$ cat src/rtl/lead_one_locator.sv
module lead_one_locator #(
  parameter int WIDTH = 64,
  parameter bit PIPE  = 1'b1,
  localparam int IDXW = (WIDTH > 1) ? $clog2(WIDTH) : 1
) (
  input  logic             clk,
  input  logic             rst_n,
  input  logic [WIDTH-1:0] vec_i,
  output logic             any_o,
  output logic [IDXW-1:0]  idx_o,
  output logic [WIDTH-1:0] mask_o
);

  function automatic int levels_for(input int w);
    int l, s;
    l = 1;
    s = 4;
    while (s < w) begin
      s = s * 4;
      l = l + 1;
    end
    return l;
  endfunction

  localparam int LEVELS = levels_for(WIDTH);
  localparam int PW     = 1 << (2 * LEVELS);
  localparam int PAD    = PW - WIDTH;
  localparam int TIW    = 2 * LEVELS;

  // four-way priority core, two ranks of 2:1 selects
  function automatic logic [1:0] pick4(input logic [3:0] f);
    logic hi;
    hi = f[3] | f[2];
    return hi ? {1'b1, f[3]} : {1'b0, f[1]};
  endfunction

  logic [PW-1:0] padv;
  assign padv = PW'(vec_i) << PAD;

  for (genvar l = 0; l < LEVELS; l++) begin : lv
    localparam int N  = PW >> (2 * (l + 1));
    localparam int IW = 2 * (l + 1);

    logic [N-1:0]  fl;
    logic [IW-1:0] ix [N];
    logic [N-1:0]  of_fl;
    logic [IW-1:0] of_ix [N];

    for (genvar n = 0; n < N; n++) begin : nd
      logic [3:0] cf;
      logic [1:0] code;
      if (l == 0) begin : g_leaf
        assign cf    = padv[4*n +: 4];
        assign code  = pick4(cf);
        assign ix[n] = code;
      end else begin : g_inner
        assign cf    = lv[l-1].of_fl[4*n +: 4];
        assign code  = pick4(cf);
        assign ix[n] = {code, lv[l-1].of_ix[4*n + int'(code)]};
      end
      assign fl[n] = |cf;
    end

    if (l == 0 && PIPE) begin : g_reg
      always_ff @(posedge clk or negedge rst_n) begin
        if (!rst_n) begin
          of_fl <= '0;
          for (int k = 0; k < N; k++) of_ix[k] <= '0;
        end else begin
          of_fl <= fl;
          for (int k = 0; k < N; k++) of_ix[k] <= ix[k];
        end
      end
    end else begin : g_pass
      assign of_fl = fl;
      assign of_ix = ix;
    end
  end

  logic [TIW-1:0] pidx, ridx;
  assign any_o  = lv[LEVELS-1].of_fl[0];
  assign pidx   = lv[LEVELS-1].of_ix[0];
  assign ridx   = pidx - TIW'(PAD);
  assign idx_o  = any_o ? ridx[IDXW-1:0] : '0;
  assign mask_o = any_o ? (WIDTH'(1) << idx_o) : '0;

endmodule

$ cat config.mk
export PLATFORM = sky130hd
export DESIGN_NAME = lead_one_locator
export DESIGN_NICKNAME = d
export VERILOG_FILES = /design/src/rtl/lead_one_locator.sv
export SDC_FILE = /design/constraint.sdc
export NUM_CORES = 1
export LEC_CHECK = 0
export BUFFER_PORTS_ARGS = -buffer_cell sky130_fd_sc_hd__clkbuf_2
export CAP_MARGIN = 20
export CORE_ASPECT_RATIO = 1.1
export CORE_MARGIN = 4
export CORE_UTILIZATION = 43
export DETAILED_ROUTE_END_ITERATION = 7
export PLACE_DENSITY = 0.75
export SLEW_MARGIN = 20
export SYNTH_ARGS = -nofsm -noshare
export SYNTH_HDL_FRONTEND = slang
export SYNTH_SLANG_ARGS = --single-unit
$ cat constraint.sdc
create_clock -name clk -period 7 [get_ports clk]
set_input_delay 1.05 -clock clk [delete_from_list [all_inputs] [get_ports clk]]
set_output_delay 1.05 -clock clk [all_outputs]
set_load 0.005 [all_outputs]
==> metrics.yaml, run 1 <==
drive_above_1_share_pct: 46.4
ctsResizeCount: 0
drcViolationCount: 0
holdBufCountCts: 0
grt_antenna_before_repair: 0
dp_hpwl_mm: 6.09
critPathTopFamily: "simple AND/OR/NAND/NOR gates"
pwr-share-comb_pct: 13.4
cts_num_sinks: 48
ys_warn_count: 0
crit_cells: 8
seqPwrFrac_pct: 50.8
worst_ir_drop_vdd_mv: 0.108
areaGrowthSynthToFinish_pct: 29.5
p_leak_nw: 1.78
worstSetupPathType: "reg -> out"
arrival_ps: 3650
holdCritPathClass: "in -> async"
synth-edff-count: 0
synth_cell_types: 40
worst_pin_slew_ps: 900
numCtsBuffers: 5
power.switching_mw: 0.135
period_needed_ps: 4700
track_usage_pct: 18.4
crit_chain: "or4_1 > a21oi_4 > inv_4 > mux2i_1 > a221oi_4 > inv_2 > nor3_1 > clkbuf_2"
ys.flop_type: "dfrtp_1"
status: "complete, no violations"
synth_area_um2: 2840
crit_fanout: 33
syn_nets: 359
ys_ff_latch: 48
critPathCaptureType: "primary output"
fillers: 555
portBuffers: 136
die-area_um2: 7960
clk_pin_slew_ps: 80
syn_inst: 293
grt_setup_unrepaired: "no"
maxCapViolations: 0
avgSynthCellArea_um2: 9.69
coreArea_um2: 6310
p_per_area_nw_per_um2: 159
core.rowCount: 30
cts_setup_buffers: 0
tns_ps: 0
die_h_um: 93.2
vias: 2671
clk_path_buf_depth: 2
overflow: 0
grt_pass1_wl_mm: 11.9
fin_crit_sh_pct: 67.1
drt_first_pass_iters: 4
final_common_cell: "clkbuf_2"
crit_buf_inv: 3
slowest_delay_ps: 780
drt-initial-drc-count: 61
viasPerCell: 5.29
ios: 137
nets: 490
maxSlewHeadroom_pct: 40.0
fmax_ghz: 0.213
slew_viol_final: 0
cts_root_buf: "clkbuf_8"
clockPowerShare_pct: 35.8
wire_per_inst_um: 14.5
critPathSlowestCell: "a221oi_4"
cts_tree: "done"
switching_share_pct: 23.1
grt_start_max_net_pins: 49
final_cell_mix: "clkbuf_2, dfrtp_1, nor3_1, inv_1, a21oi_1"
drt-total-wl_mm: 7.31
n_antenna_cell: 0
start_kind: "flop"
async_reset_ff_share_pct: 100
h-tree-depth: 2
ys_seq_area_share_pct: 42.3
crit_required_ps: 5950
fp.dieW_um: 85.5
hold_slack_ps: 835
regArea_um2: 1200
antenna_left: 0
power.internal_mw: 0.449
grt_pass1_vias: 2586
start_util_pct: 45.0
hold_viol_final: 0
setup_viol: 0
multi_input_area_um2: 1460
routabilityCongestion: 0.891
[power by group through the flow]
stage	combinational [mW]	sequential [mW]	clock (mW)
4_1_cts	0.0790	0.297	0.215
2_1_floorplan	0.0463	0.300	0
3_5_place_dp	0.0788	0.302	0
5_1_grt	0.0876	0.298	0.227
6_report	0.0784	0.297	0.209
3_3_place_gp	0.0761	0.302	0
[registers in the layout (all words and copies together), names as in the netlist]
signal,cells
lv.of_fl,16
lv.of_ix,32
[logic make-up after synthesis]
family          Yosys count  share of synthesized area, %
simple gates            131                          30.4
compound gates           66                          17.1
flops                    48                          42.3
buf+inv                  38                          6.52
mux                      10                          3.62
[worst max-delay path by stage]
| stage | endpoint | start | slack (ps) |
|---|---|---|---|
| floorplan | mask_o[45] | lv[0].of_fl[15] | 3580 |
| global placement | mask_o[42] | lv[0].of_fl[15] | 2730 |
| detailed placement | mask_o[42] | lv[0].of_fl[15] | 2640 |
| CTS | mask_o[42] | lv[0].of_fl[15] | 2310 |
| global route | mask_o[14] | lv[0].of_fl[7] | 1990 |
| finish | mask_o[42] | lv[0].of_fl[15] | 2300 |
[stage by stage]
stage	setup WS, ps	utilization (%)	power [mW]	instances	area (um2)
finish	2300	58.3	0.584	505	3670
floorplan	3580	-	0.346	293	2840
global placement	2730	56.1	0.378	497	3540
CTS	2310	58.1	0.590	505	3670
detailed placement	2640	56.1	0.381	497	3540
global route	1990	58.3	0.613	505	3670
[cells in the mapped netlist (2+ instances only)]
cell type | count | area [um2]
o21ai_1 | 3 | 15.0
a211oi_1 | 3 | 22.5
a211o_1 | 5 | 43.8
nor3_1 | 34 | 170
nor3_2 | 17 | 170
a21o_1 | 17 | 128
o21a_1 | 2 | 15.0
nor2b_1 | 6 | 37.5
nand4_1 | 6 | 37.5
or4_4 | 2 | 22.5
inv_1 | 22 | 82.6
a221oi_4 | 2 | 52.6
or2_2 | 19 | 119
mux2i_1 | 8 | 80.1
nand2_1 | 5 | 18.8
o21ai_0 | 2 | 10.0
nor4_1 | 2 | 12.5
nor3b_1 | 5 | 37.5
inv_4 | 2 | 12.5
nor4_4 | 2 | 42.5
buf_4 | 2 | 15.0
clkbuf_1 | 2 | 7.51
o221ai_1 | 2 | 17.5
buf_6 | 3 | 33.8
or4_1 | 3 | 22.5
o211ai_1 | 6 | 45.0
buf_2 | 5 | 25.0
or3_1 | 18 | 113
nor2_1 | 8 | 30.0
mux2_2 | 2 | 22.5
dfrtp_1 | 48 | 1200
a21oi_1 | 22 | 110
[layer usage]
| layer | vias up | global-route usage (%) | wire length, um |
|---|---|---|---|
| li1 | 1319 | - | - |
| met3 | 13 | 4.32 | 706 |
| met2 | 130 | 31.1 | 3540 |
| met1 | 1209 | 22.9 | 2920 |
| met4 | 0 | 6.73 | 142 |
| met5 | - | 0 | 0 |
[cell type report]
cell class	instances	area share [%]
clock inverters	1	0.817
clock buffers	7	2.62
multi-input cells	207	39.7
inverters	25	2.69
repair buffers	137	18.7
flip-flops and latches	48	32.7
well taps	80	2.72
(Power assumes the default switching activity.)
==> run 2, diff against run 1 <==
- clock period: 7 -> 4.8 ns (I/O delays scaled with it)
==> run 2 against run 1 <==
Via count fell by 0.11%. Utilization rose by 0.24 points. First-iteration DRC count fell by 9.8%. Largest power group unchanged. Design area rose by 0.41%. Sequential share of layout area fell by 0.13 points.
==> metrics.yaml, run 2 (synthesis results as in run 1) <==
start_util_pct: 45.0  # unchanged
clk_pin_slew_ps: 90  # about the same
routabilityCongestion: 0.897  # +0.70%
status: "complete, no violations"
tns_ps: 0  # unchanged
vias: 2668  # -0.11%
hold_viol_final: 0  # unchanged
crit_buf_inv: 4  # +1
ctsResizeCount: 0  # unchanged
holdBufCountCts: 0  # unchanged
fin_crit_sh_pct: 81.8
crit_required_ps: 4080  # -1870 ps
endpoint: "mask_o[14]"
critPathCaptureType: "primary output"
grt_setup_unrepaired: "no"
seqPwrFrac_pct: 50.7  # about the same
hold_slack_ps: 503  # -333 ps
worstSetupPathType: "reg -> out"
stdcell_area_um2: 3690  # +0.41%
slowest_delay_ps: 690  # -90 ps
worst_pin_slew_ps: 672  # -228 ps
areaGrowthSynthToFinish_pct: 30.0
wire_per_inst_um: 14.1  # -2.5%
utilization_pct: 58.5  # +0.24 points
grt_antenna_before_repair: 0  # unchanged
slew_viol_final: 0  # unchanged
p_leak_nw: 1.79  # +0.57%
fmax_ghz: 0.255
critPathSlowestCell: "or4_1"
grt_pass1_vias: 2550  # -1.4%
cts_setup_buffers: 0  # unchanged
cts_root_buf: "clkbuf_8"
start_kind: "flop"
regMostFlops: "lv.of_ix"
switching_share_pct: 23.1  # about the same
final_common_cell: "clkbuf_2"
arrival_ps: 3210  # -440 ps
pwr-share-comb_pct: 13.5  # about the same
worst_ir_drop_vdd_mv: 0.164  # +51%
ios: 137  # unchanged
crit_chain: "or4_1 > a21oi_4 > inv_4 > mux2i_1 > a221oi_4 > buf_4 > inv_2 > nor3_1 > clkbuf_2"
power.switching_mw: 0.197  # +46%
dp_hpwl_mm: 5.99  # -1.7%
crit_fanout: 33  # unchanged
total_power_mw: 0.853  # +46%
cts_num_sinks: 48  # unchanged
grt_start_max_net_pins: 49  # unchanged
grt_pass1_wl_mm: 11.8  # -1.2%
clockPowerShare_pct: 35.8  # about the same
critPathTopFamily: "simple AND/OR/NAND/NOR gates"
period_needed_ps: 3930
power.internal_mw: 0.656  # +46%
coreArea_um2: 6310  # unchanged
core.rowCount: 30  # unchanged
p_per_area_nw_per_um2: 231  # +46%
reg.largest.list: "lv.of_ix (32), lv.of_fl (16)"
holdCritPathClass: "in -> async"
drcViolationCount: 0  # unchanged
overflow: 0  # unchanged
setup_viol: 0  # unchanged
drt-initial-drc-count: 55  # -9.8%
crit_cells: 9  # +1
cp-startpoint: "lv[0].of_fl[15]"
clk_path_buf_depth: 2  # unchanged
drt-total-wl_mm: 7.16  # -2.1%
largest_register_ffs: 32  # unchanged
drt_first_pass_iters: 4  # unchanged
die-area_um2: 7960  # unchanged
drive_above_1_share_pct: 46.6  # +0.25 points
nets: 492  # +0.41%
cts_tree: "done"
fp.dieW_um: 85.5  # unchanged
die_h_um: 93.2  # unchanged
antenna_left: 0  # unchanged
final_cell_mix: "clkbuf_2, dfrtp_1, nor3_1, inv_1, a21oi_1"
placed_area_um2: 3550  # +0.42%
maxCapViolations: 0  # unchanged
maxSlewHeadroom_pct: 54.8  # +15 points
numCtsBuffers: 5  # unchanged
h-tree-depth: 2  # unchanged
portBuffers: 136  # unchanged
viasPerCell: 5.26  # -0.51%
n_antenna_cell: 0  # unchanged
track_usage_pct: 18.3  # -0.091 points
-- run 2: changes by cell type in the layout (fill, tap and decap cells not counted) --
cell,change
buf_4,+2
-- run 2: layout make-up --
type | count | area [um2]
Clock inverter | 1 | 30.0
Multi-Input combinational cell | 207 | 1460
Sequential cell | 48 | 1200
Tap cell | 80 | 100
Timing Repair Buffer | 139 | 703
Clock buffer | 7 | 96.3
Fill cell | 568 | 2620
Inverter | 25 | 98.8
-- run 2: power by group through the flow --
stage	logic (mW)	registers, mW	clock network (mW)
5_1_grt	0.130	0.435	0.335
6_report	0.115	0.432	0.305
3_5_place_dp	0.116	0.441	0
3_3_place_gp	0.113	0.440	0
2_1_floorplan	0.0676	0.437	0
4_1_cts	0.116	0.433	0.315
-- run 2: worst min-delay path by stage --
stage	slack, ps	start	endpoint
global route	560	rst_n	lv[0].of_ix[24]
finish	500	rst_n	lv[0].of_fl[0]
CTS	520	rst_n	lv[0].of_ix[29]
detailed placement	850	rst_n	lv[0].of_ix[20]
global placement	830	rst_n	lv[0].of_fl[7]
floorplan	420	rst_n	lv[0].of_fl[0]
-- run 2: metal layers --
metal	wire, um	global-route usage [%]	up-vias	part of all wire (%)
li1	-	-	1331	-
met1	2890	22.4	1203	40
met2	3370	31.1	122	47
met3	721	4.14	12	10
met4	173	7.52	0	2.4
met5	0	0	-	0
-- run 2: stage by stage --
step,instances,worst slack [ps]
after floorplan,293,1710
after global placement,499,1320
after detailed placement,499,1250
after CTS,507,899
after global routing,507,638
final,507,875
==> run 3, diff against run 2 <==
- ABC_AREA: default -> 1
- PLACE_DENSITY: 0.75 -> 0.77
- clock period: 4.8 -> 3.2 ns (I/O delays scaled with it)
==> run 3 against run 2 <==
Clock power up 14%. Critical path depth up 4. Die area up 5.9%. Final cell count up 20%. Highest routed layer unchanged.
==> metrics.yaml, run 3 <==
ys_seq_area_share_pct: 39.8  # -2.6 points
yosys.area_share.simple_pct: 45.5  # +15 points
reg.largest.list: "lv.of_ix (32), lv.of_fl (16)"
cp_common_cell: "nand2_1"
drive_above_1_share_pct: 41.1  # -5.5 points
placed_area_um2: 3750  # +5.4%
status: "complete, no violations"
clk_path_buf_depth: 2  # unchanged
final_common_cell: "clkbuf_2"
async_reset_ff_share_pct: 100  # unchanged
synthAdderAreaFrac_pct: 0  # unchanged
synth.most_common_cell: "nand2_1"
stdcell_area_um2: 3900  # +5.8%
fin_crit_sh_pct: 92.5
preCtsSetupSlack_ps: 429  # -821 ps
grt_setup_unrepaired: "no"
critPathCaptureType: "primary output"
start_util_pct: 45.0  # about the same
synth-edff-count: 0  # unchanged
routabilityCongestion: 0.836  # -6.8%
die_h_um: 95.9  # +2.9%
grt_start_max_net_pins: 49  # unchanged
drt-total-wl_mm: 7.33  # +2.4%
hold_viol_final: 0  # unchanged
fmax_ghz: 0.338
cts_root_buf: "clkbuf_8"
synth_top_cell_by_area: "dfrtp_1"
n_antenna_cell: 0  # unchanged
layout_setup_ws_ps: 240  # -635 ps
critPathTopFamily: "simple AND/OR/NAND/NOR gates"
ys.flop_type: "dfrtp_1"
die-area_um2: 8430  # +5.9%
grt_pass1_wl_mm: 11.6  # -1.2%
netlist_top_cells_area: "dfrtp_1, nand2_1, nor2_1"
ys_warn_count: 0  # unchanged
arrival_ps: 2480  # -730 ps
ys_ff_latch: 48  # unchanged
antenna_left: 0  # unchanged
start_kind: "flop"
drt_first_pass_iters: 4  # unchanged
clk_pin_slew_ps: 70  # -20 ps
fin_cells: 607  # +20%
worst_pin_slew_ps: 771  # +98.4 ps
holdBufCountCts: 0  # unchanged
drt-initial-drc-count: 50  # -9.1%
tns_ps: 0  # unchanged
portBuffers: 136  # unchanged
drcViolationCount: 0  # unchanged
regMostFlops: "lv.of_ix"
nets: 590  # +20%
synth_top_family_by_area: "simple AND/OR/NAND/NOR gates"
total_power_mw: 1.16  # +36%
synthMuxAreaShare_pct: 0  # -3.6 points
maxSlewHeadroom_pct: 48.6  # -6.2 points
cts_tree: "done"
dp_cells: 594  # +19%
crit_required_ps: 2720  # -1360 ps
areaGrowthSynthToFinish_pct: 29.2
numCtsBuffers: 5  # unchanged
synth.top_cells.by_count: "nand2_1, nor2_1, dfrtp_1"
ios: 137  # unchanged
final_cell_mix: "clkbuf_2, nand2_1, nor2_1, dfrtp_1, inv_1"
synth_top_area_share_pct: 39.8  # -2.6 points
viasPerCell: 4.76  # -9.6%
slew_viol_final: 0  # unchanged
p_leak_nw: 2.18  # +22%
crit_chain: "clkinv_2 > nand2_4 > nor2_8 > a21oi_4 > buf_6 > nand2_1 > nand2_1 > nand2_2 > nand3_4 > nor2_4 > nand4_1 > nor2_1 > clkbuf_2"
track_usage_pct: 17.3  # -1.0 points
holdCritPathClass: "in -> async"
syn_inst: 387  # +32%
slowest_delay_ps: 400  # -290 ps
period_needed_ps: 2960
largest_register_ffs: 32  # unchanged
synth_cell_types: 28  # -30%
overflow: 0  # unchanged
synth_xor_xnor_area_share_pct: 0  # unchanged
core.rowCount: 31  # +3.3%
worstSetupPathType: "reg -> out"
dp_hpwl_mm: 6.13  # +2.4%
coreArea_um2: 6710  # +6.4%
worst_ir_drop_vdd_mv: 0.307  # +88%
crit_buf_inv: 3  # -1
p_per_area_nw_per_um2: 298  # +29%
critPathSlowestCell: "dfrtp_1"
maxCapViolations: 0  # unchanged
h-tree-depth: 2  # unchanged
crit_fanout: 26  # -21%
cts_num_sinks: 48  # unchanged
wire_per_inst_um: 12.1  # -14%
syn_nets: 453  # +26%
synth_compound_area_share_pct: 6.21  # -11 points
grt_pass1_vias: 2664  # +4.5%
fp.dieW_um: 87.9  # +2.9%
grt_antenna_before_repair: 0  # unchanged
synth_area_um2: 3020  # +6.5%
vias: 2889  # +8.3%
setup_viol: 0  # unchanged
avgSynthCellArea_um2: 7.81  # -19%
## run 3: cells by family after synthesis
logic type      count (synthesis)
simple gates                  252
buf+inv                        60
flops                          48
compound gates                 27
## run 3: layout make-up
type,instances,area [um2]
inverters,46,180
multi-input cells,280,1580
flip-flops and latches,48,1200
fillers,619,2810
well taps,82,103
clock buffers,8,90.1
repair buffers,143,747
## run 3: worst paths after layout
check                                 from         endpoint  slack [ps]  cells past startpoint
min in group clk                  vec_i[8]   lv[0].of_fl[2]         370                      3
min                                  rst_n  lv[0].of_fl[11]         180                      1
max                        lv[0].of_fl[11]       mask_o[15]         240                     13
max in group asynchronous            rst_n   lv[0].of_fl[6]        2650                      1
## run 3: report_power, final
group          switching, mW  leakage (nW)  internal, mW  total (mW)
clock                  0.173        0.0455         0.176       0.349
sequential           0.00997         0.486         0.634       0.644
combinational         0.0941          1.65        0.0748       0.169
total                  0.277          2.18         0.885        1.16
## run 3: layer usage
layer / wire length [um] / GRT usage (%)
met1: 2860 / 20.2
met2: 3680 / 31.5
met3: 666 / 3.08
met4: 130 / 6.27
met5: 0 / 0
## run 3: what timing repair did
action	CTS	global route
setup buffers	0	4
resized for setup	0	5
setup endpoints to repair	0	24
## run 3: through the flow
step / hold WS [ps] / utilization (%)
global placement: 669 / 55.8
global route: 222 / 58.2
detailed placement: 670 / 55.8
finish: 178 / 58.2
CTS: 361 / 57.2
floorplan: 184 / -
